==> src/rtl/pfp_pkg.sv <==
package pfp_pkg;

    localparam int PFP_DATA_W = 16;
    localparam int PFP_DEPTH  = 16;
    localparam int PFP_SYNC   = 2;

    typedef enum logic {
        DIR_WRITE = 1'b0,
        DIR_READ  = 1'b1
    } xfer_dir_e;

    function automatic int level_bits(input int depth);
        return $clog2(depth) + 1;
    endfunction

endpackage

==> src/rtl/pfp_fifo.sv <==
module pfp_fifo #(
    parameter int W     = 16,
    parameter int DEPTH = 16,
    parameter int LW    = pfp_pkg::level_bits(DEPTH)
) (
    input  logic          clk,
    input  logic          rst,
    input  logic          push,
    input  logic [W-1:0]  wdata,
    input  logic          pop,
    output logic [W-1:0]  rdata,
    output logic          empty,
    output logic          full,
    output logic [LW-1:0] level
);
    localparam int AW = (DEPTH > 1) ? $clog2(DEPTH) : 1;

    logic [W-1:0]  mem [DEPTH];
    logic [AW-1:0] wp, rp;
    logic [LW-1:0] cnt;
    logic          do_push, do_pop;

    function automatic logic [AW-1:0] bump(input logic [AW-1:0] p);
        return (p == AW'(DEPTH - 1)) ? '0 : p + 1'b1;
    endfunction

    assign do_push = push & ~full;
    assign do_pop  = pop & ~empty;

    always_ff @(posedge clk) begin
        if (rst) begin
            wp  <= '0;
            rp  <= '0;
            cnt <= '0;
        end else begin
            if (do_push) wp <= bump(wp);
            if (do_pop)  rp <= bump(rp);
            cnt <= cnt + LW'(do_push) - LW'(do_pop);
        end
    end

    always_ff @(posedge clk) begin
        if (do_push) mem[wp] <= wdata;
    end

    assign rdata = mem[rp];
    assign empty = (cnt == '0);
    assign full  = (cnt == LW'(DEPTH));
    assign level = cnt;

endmodule

==> src/rtl/pfp_strobe_sync.sv <==
module pfp_strobe_sync #(
    parameter int W      = 16,
    parameter int STAGES = 2
) (
    input  logic               clk,
    input  logic               rst,
    input  logic               strb_async,
    input  logic               dir_async,
    input  logic [W-1:0]       data_async,
    output logic               evt_valid,
    output pfp_pkg::xfer_dir_e evt_dir,
    output logic [W-1:0]       evt_data
);
    typedef struct packed {
        logic         strb;
        logic         dir;
        logic [W-1:0] data;
    } samp_t;

    samp_t [STAGES-1:0] stage;
    samp_t              cur;
    logic               strb_prev;

    assign cur = '{strb: strb_async, dir: dir_async, data: data_async};

    always_ff @(posedge clk) begin
        if (rst) begin
            stage     <= '0;
            strb_prev <= 1'b0;
        end else begin
            stage     <= {stage[STAGES-2:0], cur};
            strb_prev <= stage[STAGES-1].strb;
        end
    end

    assign evt_valid = stage[STAGES-1].strb & ~strb_prev;
    assign evt_dir   = pfp_pkg::xfer_dir_e'(stage[STAGES-1].dir);
    assign evt_data  = stage[STAGES-1].data;

endmodule

==> src/rtl/pfp_tx_drive.sv <==
module pfp_tx_drive #(
    parameter int W  = 16,
    parameter int LW = 5
) (
    input  logic               clk,
    input  logic               rst,
    input  logic               evt_valid,
    input  pfp_pkg::xfer_dir_e evt_dir,
    input  logic [W-1:0]       tx_head,
    input  logic               tx_empty,
    input  logic [LW-1:0]      tx_level,
    input  logic               tx_push_ok,
    output logic               tx_pop,
    output logic               rd_req,
    output logic [W-1:0]       dout,
    output logic               dout_en
);
    logic accept, last_out, req_d;

    assign accept   = evt_valid & (evt_dir == pfp_pkg::DIR_READ) & rd_req;
    assign tx_pop   = accept;
    assign last_out = accept & (tx_level == LW'(1)) & ~tx_push_ok;
    assign req_d    = ~tx_empty & ~last_out;

    always_ff @(posedge clk) begin
        if (rst) begin
            rd_req  <= 1'b0;
            dout    <= '0;
            dout_en <= 1'b0;
        end else begin
            rd_req <= req_d;
            if (accept) begin
                dout    <= tx_head;
                dout_en <= 1'b1;
            end else if (evt_valid) begin
                dout_en <= 1'b0;
            end
        end
    end

endmodule

==> src/rtl/pfp_rx_ovf.sv <==
module pfp_rx_ovf (
    input  logic               clk,
    input  logic               rst,
    input  logic               evt_valid,
    input  pfp_pkg::xfer_dir_e evt_dir,
    input  logic               rx_full,
    input  logic               clr,
    input  logic               en,
    output logic               rx_push,
    output logic               flag,
    output logic               irq
);
    logic wr_evt, ovf_set;

    assign wr_evt  = evt_valid & (evt_dir == pfp_pkg::DIR_WRITE);
    assign rx_push = wr_evt & ~rx_full;
    assign ovf_set = wr_evt & rx_full;

    always_ff @(posedge clk) begin
        if (rst) flag <= 1'b0;
        else     flag <= ovf_set | (flag & ~clr);
    end

    assign irq = flag & en;

endmodule

==> src/rtl/strobe_fifo_port.sv <==
module strobe_fifo_port #(
    parameter int DATA_W = pfp_pkg::PFP_DATA_W,
    parameter int DEPTH  = pfp_pkg::PFP_DEPTH,
    parameter int SYNC   = pfp_pkg::PFP_SYNC,
    parameter int LW     = pfp_pkg::level_bits(DEPTH)
) (
    input  logic              clk,
    input  logic              rst,
    input  logic              ext_strb,
    input  logic              ext_dir,
    input  logic [DATA_W-1:0] ext_din,
    output logic [DATA_W-1:0] ext_dout,
    output logic              ext_dout_en,
    output logic              ext_rd_req,
    input  logic              tx_push,
    input  logic [DATA_W-1:0] tx_wdata,
    output logic              tx_full,
    output logic              tx_empty,
    output logic [LW-1:0]     tx_level,
    input  logic              rx_pop,
    output logic [DATA_W-1:0] rx_rdata,
    output logic              rx_full,
    output logic              rx_empty,
    output logic [LW-1:0]     rx_level,
    input  logic              ovf_clr,
    input  logic              ovf_en,
    output logic              ovf_flag,
    output logic              ovf_irq
);
    logic               evt_valid;
    pfp_pkg::xfer_dir_e evt_dir;
    logic [DATA_W-1:0]  evt_data;
    logic [DATA_W-1:0]  tx_head;
    logic               tx_pop, rx_push;

    pfp_strobe_sync #(.W(DATA_W), .STAGES(SYNC)) u_sync (
        .clk        (clk),
        .rst        (rst),
        .strb_async (ext_strb),
        .dir_async  (ext_dir),
        .data_async (ext_din),
        .evt_valid  (evt_valid),
        .evt_dir    (evt_dir),
        .evt_data   (evt_data)
    );

    pfp_fifo #(.W(DATA_W), .DEPTH(DEPTH), .LW(LW)) u_txq (
        .clk   (clk),
        .rst   (rst),
        .push  (tx_push),
        .wdata (tx_wdata),
        .pop   (tx_pop),
        .rdata (tx_head),
        .empty (tx_empty),
        .full  (tx_full),
        .level (tx_level)
    );

    pfp_tx_drive #(.W(DATA_W), .LW(LW)) u_txd (
        .clk        (clk),
        .rst        (rst),
        .evt_valid  (evt_valid),
        .evt_dir    (evt_dir),
        .tx_head    (tx_head),
        .tx_empty   (tx_empty),
        .tx_level   (tx_level),
        .tx_push_ok (tx_push & ~tx_full),
        .tx_pop     (tx_pop),
        .rd_req     (ext_rd_req),
        .dout       (ext_dout),
        .dout_en    (ext_dout_en)
    );

    pfp_fifo #(.W(DATA_W), .DEPTH(DEPTH), .LW(LW)) u_rxq (
        .clk   (clk),
        .rst   (rst),
        .push  (rx_push),
        .wdata (evt_data),
        .pop   (rx_pop),
        .rdata (rx_rdata),
        .empty (rx_empty),
        .full  (rx_full),
        .level (rx_level)
    );

    pfp_rx_ovf u_ovf (
        .clk       (clk),
        .rst       (rst),
        .evt_valid (evt_valid),
        .evt_dir   (evt_dir),
        .rx_full   (rx_full),
        .clr       (ovf_clr),
        .en        (ovf_en),
        .rx_push   (rx_push),
        .flag      (ovf_flag),
        .irq       (ovf_irq)
    );

endmodule

==> config.mk <==
export PLATFORM = sky130hd
export DESIGN_NAME = strobe_fifo_port
export DESIGN_NICKNAME = d
export VERILOG_FILES = /design/src/rtl/pfp_pkg.sv /design/src/rtl/pfp_fifo.sv /design/src/rtl/pfp_strobe_sync.sv /design/src/rtl/pfp_tx_drive.sv /design/src/rtl/pfp_rx_ovf.sv /design/src/rtl/strobe_fifo_port.sv
export SDC_FILE = /design/constraint.sdc
export NUM_CORES = 1
export LEC_CHECK = 0
export BUFFER_PORTS_ARGS = -buffer_cell sky130_fd_sc_hd__buf_2
export CORE_MARGIN = 2
export CORE_UTILIZATION = 45
export CTS_CLUSTER_SIZE = 14
export DETAILED_ROUTE_END_ITERATION = 12
export PLACE_DENSITY = 0.71
export SYNTH_ARGS = -nofsm -noshare
export SYNTH_HDL_FRONTEND = slang
export SYNTH_HIERARCHICAL = 1
export SYNTH_SLANG_ARGS = --single-unit
==> constraint.sdc <==
create_clock -name clk -period 5.7 [get_ports clk]
set_clock_uncertainty 0.05 [all_clocks]
set_input_delay 0.57 -clock clk [delete_from_list [all_inputs] [get_ports clk]]
set_output_delay 0.57 -clock clk [all_outputs]
set_load 0.02 [all_outputs]
Word level (Yosys, flattened, before mapping)
Memories as Yosys holds them, arrays and structs flattened. A register that Yosys moved wholly into a read port is not among the register bits. Cells that the tools add are included.

Reductions and logical operators: 3. Bitwise gates (word level): 25. Add/sub/neg operators: 8. Muxes and demuxes: 12. Eq/ne operators: 7.

Operators with widths (count): 4-bit two-way mux (6); 4-bit by 1-bit adder with 4-bit output, second input constant (4); 4-bit == test, second input constant (4); 1-bit bitwise AND (15); 5-bit by 1-bit adder with 5-bit output (2); 5-bit == test, second input constant (2); 5-bit logical NOT (2); 5-bit by 1-bit subtractor with 5-bit output (2); 1-bit inverter (9); 1-bit two-way mux (6); 5-bit by 1-bit == test with 1-bit output, second input constant (1); 2-bit nonzero test (1); 1-bit OR (1).

Input bits: 40. Logic and storage cells: 73. RAM bits: 512. Memories kept: 2. Bits in registers: 66. Output and inout bits: 50.

Memory list: u_rxq.mem (depth 16, width 16, rd ports 1, clocked after Yosys merged registers in 1, write ports 1, RTL line pfp_fifo.sv:18) `logic [W-1:0] mem [DEPTH];`; u_txq.mem (depth 16, width 16, rd ports 1, clocked after Yosys merged registers in 1, write ports 1, RTL line pfp_fifo.sv:18).

Longest topological paths before layout
Gate-level depths: netlist of the first run.

Depth after elaboration: 8. Mapped depth: 14.

Modules after synthesis
The synthesis of the first run kept the hierarchy.

Modules (own cells, without submodules): pfp_fifo (u_txq) (times used 1, cells an instance 498, area each 10555.1 um2); pfp_fifo (u_rxq) (times used 1, cells an instance 498, area each 10546.4 um2); pfp_strobe_sync (times used 1, cells an instance 94, area each 1149.9 um2); pfp_tx_drive (times used 1, cells an instance 77, area each 676.9 um2); pfp_rx_ovf (times used 1, cells an instance 6, area each 52.6 um2); strobe_fifo_port (times used 1, cells an instance 1, area each 13.8 um2).

Least setup slack after synthesis of the first run
OpenSTA, ideal clock, no wires.

Path type: reg2reg. Start: register u_rxq.cnt[2] (netlist: u_rxq/level[2]). End: register u_rxq.cnt[4] (netlist: u_rxq/level[4]). Data arrival time: 3.131 ns. Clock period less this slack: 3.251 ns. Cell stages (with the launch flop): 15. Setup time: 0.070 ns. Path slack: 2.449 ns. Path through: dfxtp_1 inv_1 ha_1 and4bb_1 nor3b_1 nand2b_1 buf_2 ha_1 inv_1 ha_1 fa_1 a21oi_1 nor2_1 or3_1 a21oi_1.

Word-level cells in the longest chain between the ends: 6. Elaborated cells on any way between the ends: 9. Classes of those cells: add/sub (2); eq/ne (1); bitwise (5); reduce/logical (1).

Ends and longest elaborated chain: start, declared (RTL line pfp_fifo.sv:20) `logic [LW-1:0] cnt;`; start signal, assigned (RTL line pfp_fifo.sv:38) `cnt <= cnt + LW'(do_push) - LW'(do_pop);`; 5-bit == test (RTL line pfp_fifo.sv:48) `assign full = (cnt == LW'(DEPTH));`; net rx_full (RTL line strobe_fifo_port.sv:22) `output logic rx_full,`; 1-bit inverter (RTL line pfp_rx_ovf.sv:16) `assign rx_push = wr_evt & ~rx_full;`; 1-bit bitwise AND (RTL line pfp_rx_ovf.sv:16); net rx_push (RTL line strobe_fifo_port.sv:34) `logic tx_pop, rx_push;`; 1-bit bitwise AND (RTL line pfp_fifo.sv:27) `assign do_push = push & ~full;`; 5-bit by 1-bit adder with 5-bit output (RTL line pfp_fifo.sv:38); 5-bit by 1-bit subtractor with 5-bit output (RTL line pfp_fifo.sv:38).

The timed path passes the listed nets, and every way through them passes these cells. A chain may end at the register's enable or synchronous reset.

==> results of run 1 <==
worst max-delay path by stage:
stage / endpoint / cells past startpoint
final: rx_rdata[11] / 5
after global routing: rx_rdata[11] / 5
after CTS: rx_rdata[11] / 5
after detailed placement: u_rxq/level[4] / 13
after global placement: rx_rdata[11] / 5
after floorplan: u_rxq/level[4] / 14
area by class of cell:
cell class	count	area (sq um)
repair buffers	97	508
clock inverters	23	259
flip-flops and latches	602	17200
inverters	19	73.8
fillers	3956	24400
clock buffers	90	1750
well taps	672	841
multi-input cells	484	5300
metrics by stage:
step / std cells / setup slack, ps / total power [mW]
after global placement: 1874 / 2440 / 6.11
after detailed placement: 1874 / 2370 / 6.13
after CTS: 1987 / 1740 / 10.1
after global routing: 1987 / 1620 / 10.3
final: 1987 / 1820 / 9.96
after floorplan: 1174 / 2450 / 5.81
per-layer routing:
layer / GRT usage (%) / share of wire (%)
met3: 3.57 / 5.6
met2: 29.7 / 51
met4: 5.26 / 2.3
met5: 0 / 0.12
met1: 23.1 / 41
power by group:
group | switching, mW | leakage, nW | internal [mW]
Combinational | 0.531 | 2.16 | 0.464
Sequential | 0.155 | 5.41 | 4.87
Clock | 1.62 | 0.991 | 2.31
Total | 2.31 | 8.56 | 7.65
cells by family (layout without fill, tap and decap cells):
kind of cell / after synthesis / in the layout
compound gates: 115 / 115
xor+xnor: 10 / 10
fa+ha+maj: 24 / 24
buf+inv: 88 / 229
flops: 602 / 602
mux: 130 / 130
simple gates: 205 / 205
state kept, by name, summed over array words and instances, names as in the netlist, named ones only:
register / cells
u_txd/dout_en: 1
u_sync/stage: 19
u_txq/wp: 4
u_rxq/mem: 256
u_txq/rp: 4
u_ovf/flag: 1
u_sync/evt_dir: 1
u_rxq/wp: 4
u_txq/mem: 256
u_sync/evt_data: 16
u_sync/strb_prev: 1
u_rxq/rp: 4
u_txq/level: 5
u_rxq/level: 5
u_txd/dout: 16
u_txd/rd_req: 1
critical path, stage by stage (launching register included):
cell and delay, ps:
sky130_fd_sc_hd__dfxtp_4 1040, sky130_fd_sc_hd__buf_4 420, sky130_fd_sc_hd__mux4_2 540, sky130_fd_sc_hd__a22oi_1 340, sky130_fd_sc_hd__nand2_1 100, sky130_fd_sc_hd__buf_2 170
cell usage in the layout (no fill, tap or decap), types with 6 or more instances in the layout:
cell,count
sky130_fd_sc_hd__edfxtp_1,512
sky130_fd_sc_hd__mux4_2,109
sky130_fd_sc_hd__buf_2,88
sky130_fd_sc_hd__dfxtp_1,86
sky130_fd_sc_hd__nand2_1,74
sky130_fd_sc_hd__a22oi_1,64
sky130_fd_sc_hd__clkbuf_16,62
sky130_fd_sc_hd__nor2b_1,39
sky130_fd_sc_hd__a21oi_1,29
sky130_fd_sc_hd__and2_1,27
sky130_fd_sc_hd__ha_1,22
sky130_fd_sc_hd__clkbuf_1,19
sky130_fd_sc_hd__mux4_1,19
sky130_fd_sc_hd__inv_1,18
sky130_fd_sc_hd__nor2_1,16
sky130_fd_sc_hd__clkinv_2,11
sky130_fd_sc_hd__and3_1,10
sky130_fd_sc_hd__clkbuf_8,9
sky130_fd_sc_hd__buf_4,9
sky130_fd_sc_hd__a21oi_2,9
sky130_fd_sc_hd__and2b_2,7
sky130_fd_sc_hd__xor2_1,6
sky130_fd_sc_hd__nand3_1,6
==> key figures, run 1 <==
Run status
  – Run status: completed

Clock network
  – Number of clock sinks: ~600
  – # resized after CTS: 0
  – CTS HTree Levels: 2
  – Later-pin clock latency in the skew report: just over 600 ps
  – Number of setup buffers added after CTS: 0
  – Clk buf depth: 3
  – Clk slew on worst S/H paths: around 60 ps
  – CTS tree: done
  – Num CTS Buffers: 60
  – Root buffer cell: sky130_fd_sc_hd__clkbuf_16
  – Hold Buf Count CTS: 0

Worst hold path
  – Critical hold path startpoint: ext_din[7]
  – Count of cells along the worst hold path: 2
  – Worst min path class: primary input to flip-flop
  – Hold Path End: u_sync/stage[7]

Power and ir drop
  – Power density over cell area: 384 nW/um^2
  – Worst voltage drop across the vdd grid: 0.310 mV
  – Leakage power of the design: ~8.6 nW

Cells and area
  – Final core occ: ~50%
  – Total non-filler cell area in the finished layout: between 20000 and 30000 sq um
  – Nets@finish: around 1300
  – Area Overhead vs Synth: 12.7%
  – Share of final-layout standard cells stronger than drive strength 1: 24.5%
  – Antenna Cells: 0

STA
  – Max transition margin: 15.0%
  – Fin. Hold Viols: 0
  – Total count of max-transition violations in the final report: 0
  – RSZ-0062 raised after global routing: no
  – Final worst-path cycle share: around two thirds
  – Min Hold Slack: roughly 110 ps
  – Post-layout min period: 3880 ps
  – Transition time of the tightest slew-check pin: ~1300 ps
  – Final TNS setup: 0 ps
  – Final setup fails: 0
  – Top achievable clock speed: 0.258 GHz

Detailed routing
  – Iter 0 DRT Violations: between 1000 and 1500
  – Via-per-instance ratio: 5.55
  – Number of search-and-repair iterations in the first detailed-routing pass: 8
  – Total vias in the final route: around 11000
  – Remaining DRCs: 0
  – Total Routed Length: around 46 mm
  – Final ANT Viol Nets: 0
  – Per-cell routed wire length: 23.3 um

Floorplan
  – Core footprint: a little over 50000 sq um
  – I/O Pins: 90
  – Starting Density: between 40% and 50%
  – Die height: between 200 and 250 um
  – Horizontal die dimension: 230 um
  – Total die area: approximately 53000 sq um
  – Standard-cell rows: 82

Synthesis
  – Largest cells by area after synthesis: sky130_fd_sc_hd__edfxtp_1, sky130_fd_sc_hd__mux4_2, sky130_fd_sc_hd__dfxtp_1
  – Post-synthesis adder-cell area fraction: 1.37%
  – Xor/xnor share of the synthesized area: 0.381%
  – Ranking of synthesized cells by instance count: sky130_fd_sc_hd__edfxtp_1, sky130_fd_sc_hd__mux4_2, sky130_fd_sc_hd__dfxtp_1
  – Most used flip-flop cell after synthesis: sky130_fd_sc_hd__edfxtp_1
  – Cell accounting for the most synthesized area: sky130_fd_sc_hd__edfxtp_1
  – Fraction of synthesized area in multiplexers: about an eighth
  – Number of cells produced by synthesis: 1174
  – Distinct cells, synth: 42
  – Synth Area in Simple Gates: between 4 and 5%
  – Synthesized Nets: about 1200
  – Combinational family with the most area after synthesis: multiplexers
  – Portion of the post-synthesis area used by sequential elements: 74.7%
  – Number of warnings printed during yosys synthesis: 6
  – Share of the synthesized area in the top cell type: 66.9%
  – Most used standard cell by instance count after synthesis: sky130_fd_sc_hd__edfxtp_1
  – Number of register bits inferred by synthesis: 602
  – Number of enable flip-flop cells after synthesis: around 510
  – Avg Cell Area, Syn: approximately 20 sq um
  – Area of the mapped netlist: 23000 sq um
  – Share of flip-flops with an asynchronous set or reset: 0%
  – Complex-gate fraction of the synthesized area: roughly 3.5%

Worst setup path
  – Largest driver fanout on the critical path: 53
  – Critical path required time: 5080 ps
  – Type of the worst setup path: flip-flop to output port
  – Arrival time worst endpoint: 3260 ps
  – Worst reg-to-reg path cell count: 13
  – Worst r2r src: u_rxq/level[2]
  – CP Launch Type: flip-flop
  – Endpoint of the lowest-slack register-to-register path: u_rxq/level[4]
  – Kind of capture point of the worst setup path: output port
  – Worst setup slack for register-to-register paths: 2340 ps

Placed design
  – IO Port Bufs: between 80 and 90
  – Routability-driven placement congestion ratio: roughly 0.73
  – Total half-perimeter wirelength after legalization and detailed placement: about 27 mm
  – Post-detailed-placement cell area: between 20000 and 25000 sq um

Global route
  – Residual overflow from global routing: 0
  – Wire length of the first global-routing pass: just under 70 mm
  – Initial antenna violation count: 6
  – Vias in the first global route: roughly 11000
  – GR Util All Layers: between 15 and 20%
  – Largest net degree at the start of global routing: 83

Job
  – Number of violations of the max-capacitance limit: 0
No activity file was read; power rests on OpenSTA's default activity.
==> run 2, diff against run 1 <==
--- a/config.mk
+++ b/config.mk
@@ -10,7 +10,7 @@
 export CORE_UTILIZATION = 45
 export CTS_CLUSTER_SIZE = 14
 export DETAILED_ROUTE_END_ITERATION = 12
-export PLACE_DENSITY = 0.71
+export PLACE_DENSITY = 0.73
 export SYNTH_ARGS = -nofsm -noshare
 export SYNTH_HDL_FRONTEND = slang
 export SYNTH_HIERARCHICAL = 1
==> constraint.sdc (replaced) <==
create_clock -name clk -period 3.5 [get_ports clk]
set_clock_uncertainty 0.05 [all_clocks]
set_input_delay 0.35 -clock clk [delete_from_list [all_inputs] [get_ports clk]]
set_output_delay 0.35 -clock clk [all_outputs]
set_load 0.02 [all_outputs]
==> key figures, run 2 (synthesis gave the netlist of run 1 again) <==
Run status
  – Run status: completed

Placed design
  – Post-detailed-placement cell area: 24200 sq um (+1.4%)
  – Routability-driven placement congestion ratio: 0.752 (+3.6%)
  – Worst slack at placement: 158 ps (-2210 ps)
  – Total half-perimeter wirelength after legalization and detailed placement: 28.1 mm (+4.2%)
  – IO Port Bufs: 89 (unchanged)
  – Number of cells in the design after placement: 1909 (+1.9%)

Worst setup path
  – Worst r2r src: u_rxq/level[2]
  – Worst path max stage delay: 420 ps (-620 ps)
  – Type of the worst setup path: flip-flop to flip-flop
  – CP Launch Type: flip-flop
  – Buffers and inverters on the worst path: 2 (unchanged)
  – Slowest cell on the critical path: sky130_fd_sc_hd__fa_1
  – Kind of capture point of the worst setup path: flip-flop
  – Largest driver fanout on the critical path: 8 (-85%)
  – Worst reg-to-reg path cell count: 13 (unchanged)
  – Worst setup slack for register-to-register paths: 250 ps (-2090 ps)
  – Cell repeated most along the worst path: sky130_fd_sc_hd__ha_1
  – Critical path required time: 3970 ps (-1110 ps)
  – Family of cells with the greatest summed delay on the critical path: simple AND/OR/NAND/NOR gates
  – Arrival time worst endpoint: 3720 ps (+460 ps)
  – Cells along the critical path: inv_1, ha_1, and4bb_1, nor3b_2, nand2b_1, ha_1, inv_1, ha_1, fa_1, a21oi_1, nor2_1, or3_1, a21oi_1
  – Endpoint of the lowest-slack register-to-register path: u_rxq/level[4]

Cells and area
  – Regs by FF count: u_rxq/mem x256, u_txq/mem x256, u_sync/stage x19
  – Final core occ: 52.4% (+0.83 points)
  – Highest-count cells in the layout ignoring fill and taps: sky130_fd_sc_hd__edfxtp_1, sky130_fd_sc_hd__mux4_2, sky130_fd_sc_hd__buf_2
  – Total non-filler cell area in the finished layout: 26300 sq um (+1.6%)
  – Nets@finish: 1379 (+3.8%)
  – Sequential cell area in the final layout: 17200 sq um (unchanged)
  – Cell Count, Final, Fillers Out: 2037 (+2.5%)
  – # fillers: 3880 (-1.9%)
  – Area Overhead vs Synth: 14.5%
  – Footprint of the multi-input gates: 5300 sq um (about the same)
  – Most common cell after layout, fill and taps aside: sky130_fd_sc_hd__edfxtp_1
  – Share of final-layout standard cells stronger than drive strength 1: 26.0% (+1.5 points)

STA
  – Max transition margin: 33.6% (+19 points)
  – Crit path setup slack, layout: 249 ps (-1570 ps)
  – Post-layout min period: about 3300 ps
  – Final setup fails: 0 (unchanged)
  – Final worst-path cycle share: around 93%
  – Transition time of the tightest slew-check pin: 996 ps (-275 ps)
  – Final TNS setup: 0 ps (unchanged)
  – Fin. Hold Viols: 0 (unchanged)
  – Total count of max-transition violations in the final report: 0 (unchanged)
  – Top achievable clock speed: 0.308 GHz
  – RSZ-0062 raised after global routing: no

Power and ir drop
  – Worst voltage drop across the vdd grid: 0.458 mV (+48%)
  – Leakage power of the design: 8.79 nW (+2.6%)
  – Power density over cell area: 605 nW/um^2 (+57%)

Detailed routing
  – Remaining DRCs: 0 (unchanged)
  – Via-per-instance ratio: 5.56 (+0.29%)
  – Iter 0 DRT Violations: 939 (-16%)
  – Per-cell routed wire length: 22.8 um (-2.2%)
  – Total vias in the final route: 11329 (+2.8%)
  – Total Routed Length: 46.4 mm (+0.23%)
  – Final ANT Viol Nets: 0 (unchanged)
  – Number of search-and-repair iterations in the first detailed-routing pass: 5 (-3)

Worst hold path
  – Worst min path class: primary input to flip-flop
  – Critical hold path startpoint: rx_pop
  – Count of cells along the worst hold path: 3 (+1)

Clock network
  – Num CTS Buffers: 57 (-5.0%)
  – Later-pin clock latency in the skew report: 610 ps (about the same)
  – CTS tree: done
  – Root buffer cell: sky130_fd_sc_hd__clkbuf_16
  – CTS HTree Levels: 2 (unchanged)
  – Number of clock sinks: 602 (unchanged)
  – Clk slew on worst S/H paths: 60 ps (about the same)
  – Clk buf depth: 3 (unchanged)

Floorplan
  – Horizontal die dimension: 230 um (unchanged)
  – Total die area: 52900 sq um (unchanged)
  – Starting Density: 45.7% (unchanged)
  – Standard-cell rows: 82 (unchanged)
  – I/O Pins: 90 (unchanged)
  – Die height: 230 um (unchanged)
  – Core footprint: 50300 sq um (unchanged)

Global route
  – Initial antenna violation count: 6 (unchanged)
  – GR Util All Layers: 17.7% (+0.12 points)
  – Wire length of the first global-routing pass: 70.7 mm (+2.0%)
  – Vias in the first global route: 11555 (+3.5%)
  – Residual overflow from global routing: 0 (unchanged)
  – Largest net degree at the start of global routing: 83 (unchanged)

Job
  – Number of violations of the max-capacitance limit: 0 (unchanged)
-- run 2: metrics by stage --
| stage | power [mW] | hold WS [ps] |
|---|---|---|
| 2_1_floorplan | 9.47 | 364 |
| 3_3_place_gp | 9.94 | 378 |
| 3_5_place_dp | 9.98 | 378 |
| 4_1_cts | 16.0 | 2.84 |
| 5_1_grt | 16.5 | 27.2 |
| 6_report | 15.9 | 21.2 |
-- run 2: where the power goes --
| group | internal (mW) | switching [mW] | total [mW] |
|---|---|---|---|
| clock | 3.53 | 2.56 | 6.09 |
| sequential | 7.93 | 0.185 | 8.12 |
| combinational | 0.798 | 0.926 | 1.72 |
-- run 2: timing repair --
action	4_1_cts	5_1_grt
endpoints found under the setup margin	0	1
buffers inserted	0	0
hold buffers	19	0
resized for setup	0	1
hold endpoints to repair	19	0
-- run 2: worst register-to-register path: cells and delay by family, from the launching register on --
family | cells | cell delay [ps]
compound gates | 2 | 320
fa+ha+maj | 4 | 1160
buf+inv | 2 | 120
flops | 1 | 360
simple gates | 5 | 1190
-- run 2: area by class of cell --
cell class                 instances  area share (%)
clock inverter                    21           0.727
antenna                            1         0.00950
multi-input combinational        484            20.1
clock buffer                      87            6.50
sequential                       602            65.3
tap                              672            3.19
timing repair buffer             151            3.89
inverter                          19           0.280
-- run 2: routing by layer --
metal / track usage, % / routed length, um / up-vias
met5: 0 / 48 / -
met4: 5.08 / 946 / 8
met1: 24.6 / 19600 / 5892
met2: 28.8 / 23000 / 384
met3: 3.37 / 2850 / 81
li1: - / - / 4964
-- run 2: worst max-delay path by stage --
stage | startpoint | cells after the start | end | slack (ps)
3_3_place_gp | u_rxq/level[2] | 13 | u_rxq/level[4] | 270
3_5_place_dp | u_rxq/level[2] | 13 | u_rxq/level[4] | 160
6_report | u_rxq/level[2] | 13 | u_rxq/level[4] | 250
5_1_grt | u_rxq/level[2] | 13 | u_rxq/level[4] | 20
2_1_floorplan | u_rxq/level[2] | 14 | u_rxq/level[4] | 250
4_1_cts | u_rxq/level[2] | 13 | u_rxq/level[4] | 120
